### src/rtl/cpuhp_pkg.sv
package cpuhp_pkg;
   localparam int unsigned BITS_PER_BYTE = 8;
   typedef logic [BITS_PER_BYTE-1:0] win_byte_t;
endpackage

### src/rtl/cpuhp_id_dec.sv
module cpuhp_id_dec #(
   parameter int unsigned NUM_IDS = 256,
   parameter int unsigned ID_W    = 8
) (
   input  logic                vld,
   input  logic [ID_W-1:0]     id,
   output logic [NUM_IDS-1:0]  hit
);
   for (genvar i = 0; i < NUM_IDS; i++) begin : g_hit
      assign hit[i] = vld && (id == ID_W'(i));
   end
endmodule

### src/rtl/cpuhp_bitmap.sv
module cpuhp_bitmap #(
   parameter int unsigned NUM_IDS = 256
) (
   input  logic               clk,
   input  logic               rst_n,
   input  logic [NUM_IDS-1:0] init_vec,
   input  logic [NUM_IDS-1:0] set_hit,
   input  logic [NUM_IDS-1:0] clr_hit,
   output logic [NUM_IDS-1:0] map_q
);
   for (genvar i = 0; i < NUM_IDS; i++) begin : g_bit
      always_ff @(posedge clk) begin
         if (!rst_n)          map_q[i] <= init_vec[i];
         else if (clr_hit[i]) map_q[i] <= 1'b0;   // departure wins
         else if (set_hit[i]) map_q[i] <= 1'b1;
      end
   end
endmodule

### src/rtl/cpuhp_window.sv
module cpuhp_window
   import cpuhp_pkg::*;
#(
   parameter int unsigned NUM_IDS  = 256,
   parameter int unsigned ADDR_W   = 5,
   parameter bit          READ_REG = 1'b0
) (
   input  logic               clk,
   input  logic               rst_n,
   input  logic [NUM_IDS-1:0] map_q,
   input  logic [ADDR_W-1:0]  addr,
   output win_byte_t          rdata
);
   localparam int unsigned NBYTES = NUM_IDS / BITS_PER_BYTE;

   win_byte_t lanes [NBYTES];
   win_byte_t sel;

   for (genvar b = 0; b < NBYTES; b++) begin : g_lane
      assign lanes[b] = map_q[b*BITS_PER_BYTE +: BITS_PER_BYTE];
   end

   always_comb begin
      sel = '0;
      if (32'(addr) < NBYTES) sel = lanes[addr];
   end

   if (READ_REG) begin : g_reg
      always_ff @(posedge clk) begin
         if (!rst_n) rdata <= '0;
         else        rdata <= sel;
      end
   end else begin : g_comb
      logic unused_clk_rst;
      assign unused_clk_rst = clk ^ rst_n;
      assign rdata = sel;
   end
endmodule

### src/rtl/cpuhp_presence.sv
module cpuhp_presence
   import cpuhp_pkg::*;
#(
   parameter int unsigned NUM_IDS  = 256,
   parameter int unsigned ID_W     = 8,
   parameter int unsigned GPE_W    = 8,
   parameter int unsigned GPE_BIT  = 2,
   parameter bit          READ_REG = 1'b0,
   localparam int unsigned NBYTES  = NUM_IDS / BITS_PER_BYTE,
   localparam int unsigned ADDR_W  = (NBYTES > 1) ? $clog2(NBYTES) : 1
) (
   input  logic               clk,
   input  logic               rst_n,
   input  logic [NUM_IDS-1:0] init_present,
   input  logic               plug_vld,
   input  logic [ID_W-1:0]    plug_id,
   input  logic               unplug_vld,
   input  logic [ID_W-1:0]    unplug_id,
   input  logic [ADDR_W-1:0]  win_addr,
   input  logic               win_wr,
   input  logic [7:0]         win_wdata,
   output logic [7:0]         win_rdata,
   output logic [GPE_W-1:0]   gpe_sts_set
);
   if (NUM_IDS % BITS_PER_BYTE != 0) begin : g_chk_bytes
      $error("NUM_IDS must be a multiple of 8");
   end
   if (NUM_IDS > (1 << ID_W)) begin : g_chk_idw
      $error("ID_W too narrow for NUM_IDS");
   end
   if (GPE_BIT >= GPE_W) begin : g_chk_gpe
      $error("GPE_BIT outside GPE_W");
   end

   logic [NUM_IDS-1:0] set_hit, clr_hit, map_q;
   logic               evt_q;
   logic               unused_wr;

   // Window is read-only: write strobe and data are accepted and dropped.
   assign unused_wr = win_wr ^ (^win_wdata);

   cpuhp_id_dec #(.NUM_IDS(NUM_IDS), .ID_W(ID_W)) u_plug_dec (
      .vld(plug_vld), .id(plug_id), .hit(set_hit));

   cpuhp_id_dec #(.NUM_IDS(NUM_IDS), .ID_W(ID_W)) u_unplug_dec (
      .vld(unplug_vld), .id(unplug_id), .hit(clr_hit));

   cpuhp_bitmap #(.NUM_IDS(NUM_IDS)) u_map (
      .clk(clk), .rst_n(rst_n), .init_vec(init_present),
      .set_hit(set_hit), .clr_hit(clr_hit), .map_q(map_q));

   cpuhp_window #(.NUM_IDS(NUM_IDS), .ADDR_W(ADDR_W), .READ_REG(READ_REG)) u_win (
      .clk(clk), .rst_n(rst_n), .map_q(map_q), .addr(win_addr), .rdata(win_rdata));

   always_ff @(posedge clk) begin
      if (!rst_n) evt_q <= 1'b0;
      else        evt_q <= plug_vld | unplug_vld;
   end

   assign gpe_sts_set = evt_q ? (GPE_W'(1) << GPE_BIT) : '0;
endmodule

### config.mk
export PLATFORM = sky130hd
export DESIGN_NAME = cpuhp_presence
export DESIGN_NICKNAME = d
export VERILOG_FILES = /design/src/rtl/cpuhp_pkg.sv /design/src/rtl/cpuhp_id_dec.sv /design/src/rtl/cpuhp_bitmap.sv /design/src/rtl/cpuhp_window.sv /design/src/rtl/cpuhp_presence.sv
export SDC_FILE = /design/constraint.sdc
export NUM_CORES = 1
export LEC_CHECK = 0
export BUFFER_PORTS_ARGS = -buffer_cell sky130_fd_sc_hd__buf_2
export CAP_MARGIN = 20
export CELL_PAD_IN_SITES_DETAIL_PLACEMENT = 1
export CELL_PAD_IN_SITES_GLOBAL_PLACEMENT = 2
export CORE_MARGIN = 2
export CORE_UTILIZATION = 32
export DETAILED_ROUTE_END_ITERATION = 8
export PLACE_DENSITY = 0.79
export SLEW_MARGIN = 20
export SYNTH_ARGS = -nofsm -noshare
export SYNTH_HDL_FRONTEND = slang
export SYNTH_SLANG_ARGS = --single-unit
export TNS_END_PERCENT = 10
### constraint.sdc
create_clock -name clk -period 2 [get_ports clk]
set_input_delay 0.2 -clock clk [delete_from_list [all_inputs] [get_ports clk]]
set_output_delay 0.2 -clock clk [all_outputs]
set_load 0.1 [all_outputs]
==> metrics.md <==
| Metric | Value |
|---|---|
| Inserted Clock Buffers | 31 |
| Layout cells sized above 1 | 30.3% |
| Crit path cell chain | mux4_2, mux4_2, mux2_4, buf_12 |
| Worst Path Required | 1.80 ns |
| CTS tree | yes |
| WP data arrival | 2.63 ns |
| Full die area | 0.0563 mm^2 |
| Failing checks | negative setup slack |
| Layout overhead on the synthesized area | 29.8% |
| Type of the tightest min-delay check | in2reg |
| P per Cell Area | 701 mW/mm^2 |
| Avg WL per Cell | 34.3 um |
| Final count of pins violating max slew | 0 |
| Comb power frac | 21.0% |
| GPL Wtd Cong | 0.983 |
| DP HPWL | 70200 um |
| Hold Violations, Final | 0 |
| DRT Pass-1 Iters | 6 |
| Switching Share | 30.0% |
| Critical path class | reg2out |
| CP Buf/Inv Count | 1 |
| Overall power | 15800 uW |
| Root buffer cell | clkbuf_16 |
| Filler cells | 5985 |
| Clk sink count | 257 |
| YS warnings | 0 |
| Vert. Die Dim | 237 um |
| Worst-Margin Slew | 0.758 ns |
| Initial Utilization | 32.3% |
| GRT overflow | 0 |
| Remaining antenna violation count | 0 |
| Slowest-stage cell, CP | mux4_2 |
| Final Cell Area | 0.0226 mm^2 |
| Post-layout minimum cycle time | 2.83 ns |
| IO buf count | 289 |
| IO Count | 306 |
| Post-Synthesis Cells | 1790 |
| Post-Place Worst Slack | -0.519 ns |
| Largest net degree at the start of global routing | 81 |
| Leakage | 0.00761 uW |
| Die W | 237 um |
| First-pass GRT wire length | 134000 um |
| Seq pwr share | 42.9% |
| Largest stage delay, worst path | 0.58 ns |
| Fmax | 0.354 GHz |
| Max-cap violations | 0 |
| DRC Markers | 0 |
| Post-CTS Setup Bufs | 0 |
| CP Max Fanout | 1 |
| Clock Tree Buf Depth | 3 |
| Status | finished with violations |
| Num rows | 85 |
| Routed WL | 95400 um |
| Worst Setup Start Kind | register |
| Initial antenna violation count | 2 |
| Yosys reg bits | 257 |
| Final setup fails | 8 |
| Layout Nets | 2357 |
| Sequential-to-total area share from yosys stat | 44.3% |
| 1st-iter DRT viols | 2833 |
| Max H-tree Level | 1 |
| Setup slack after layout | -0.826 ns |
| Gr usage total | 33.3% |
| RSZ-0062 raised after global routing | true |
| Fin Setup TNS | -6.38 ns |
| VDD IR max | 0.607 mV |
| Vias in the first global route | 18300 |
| Int Pwr | 11100 uW |
| Synth Area per Inst | 9.72 um^2 |
| Via count | 18400 |
| Vias per inst | 6.59 |
| Worst slew margin | 49.4% |
| Cell repeated most along the worst path | mux4_2 |
| Clock transition at path regs | 0.06 ns |
| Hold slack final | 0.00267 ns |
| Sw power | 4740 uW |
| Placed cell areas | 0.0208 mm^2 |
| Clock network fraction of design power | 36.2% |
| CP endpoint kind | output port |
| Post-synth cell types | 30 |
| Synth Cell Area | 0.0174 mm^2 |
| Delay-heaviest family, CP | multiplexers |
| Final period util | 141% |
| Core region area | 0.0538 mm^2 |
==> power by group through the flow <==
stage,logic [uW],registers [uW],clock network [uW]
floorplan,1830,6580,0
global route,3470,6780,5910
global placement,2970,6910,0
finish,3320,6780,5720
CTS,3270,6770,5710
detailed placement,3030,6880,0
==> worst min-delay path, delay by kind of cell <==
| family | cells | cell delay (ns) |
|---|---|---|
| compound gates | 1 | 0.13 |
| buf+inv | 1 | 0.08 |
| simple gates | 1 | 0.05 |
==> sequential cells by signal, summed over array words and instances (netlist names) <==
| name | flops |
|---|---|
| evt_q | 1 |
| u_map.map_q | 256 |
==> timing repair <==
item	in CTS	in global routing
resized for setup	32	0
endpoints found under the hold margin	69	0
pin swaps	0	0
endpoints found under the setup margin	8	8
hold buffers	69	0
==> layout make-up <==
| cell class | count | area (um^2) | share of cell area [%] |
|---|---|---|---|
| well taps | 696 | 871 | 3.86 |
| diodes | 1 | 2.50 | 0.0111 |
| multi-input cells | 1230 | 8710 | 38.6 |
| repair buffers | 546 | 4300 | 19.0 |
| inverters | 1 | 3.75 | 0.0166 |
| clock buffers | 39 | 826 | 3.66 |
| flip-flops and latches | 257 | 7710 | 34.1 |
| clock inverters | 16 | 159 | 0.704 |
==> placed cells by master (no fill, tap or decap), drive strengths merged, types with 12 or more instances in the layout <==
master,instances
a31oi,256
and2,18
buf,477
clkbuf,39
dlygate4sd3,69
edfxtp,256
mux4,80
nand2,16
nand3,279
nor2,260
nor4bb,12
o211ai,256
==> stage by stage <==
step / utilization (%) / cells
after floorplan: - / 1796
after global routing: 42.0 / 2785
after CTS: 42.0 / 2785
after detailed placement: 38.6 / 2661
after global placement: 38.6 / 2661
final: 42.0 / 2786
==> Yosys cell counts <==
cell type  number  area (um^2)
nand4_1         8         50.1
buf_4          15          113
and4_1          2         17.5
nor4b_4         2         47.6
o211ai_1      256         1920
nor4bb_1       12          120
conb_1          1         3.75
dfxtp_1         1         20.0
and2_1          5         31.3
buf_1          21         78.8
edfxtp_1      256         7690
nor2b_1         8         50.1
buf_6           1         11.3
mux4_2         80         1800
inv_1           1         3.75
o21a_1          1         7.51
and2_0         13         81.3
nand3_1       279         1400
nor4b_1         3         26.3
nor4_1          1         6.26
mux2_2          8         90.1
nor4_2          1         12.5
buf_2          29          145
nor2_1        260          976
or2_2           1         6.26
clkbuf_1      242          908
a31oi_1       256         1600
and4b_1         8         80.1
nand2_1        16         60.1
nor4b_2         3         45.0
==> cells by family after synthesis <==
group           share of synthesized area, %
simple gates                            17.3
compound gates                          20.3
buf+inv                                 7.24
flops                                   44.3
mux                                     10.9
other cells                           0.0216
==> path summary, 6_finish.rpt <==
path / slack, ns / cells past startpoint / start / to
max: -0.83 / 4 / u_map.map_q[30]$_DFFE_PP_ / win_rdata[6]
min: 0.003 / 3 / init_present[237] / u_map.map_q[237]$_DFFE_PP_
==> layer usage <==
layer / vias up / global-route usage, % / share of wire (%)
met5: - / 0 / 0.0084
met1: 9154 / 43.2 / 38
li1: 7568 / - / -
met3: 279 / 5.12 / 9.5
met2: 1362 / 53.0 / 46
met4: 2 / 19.4 / 6.8
No activity file was read; power rests on OpenSTA's default activity.
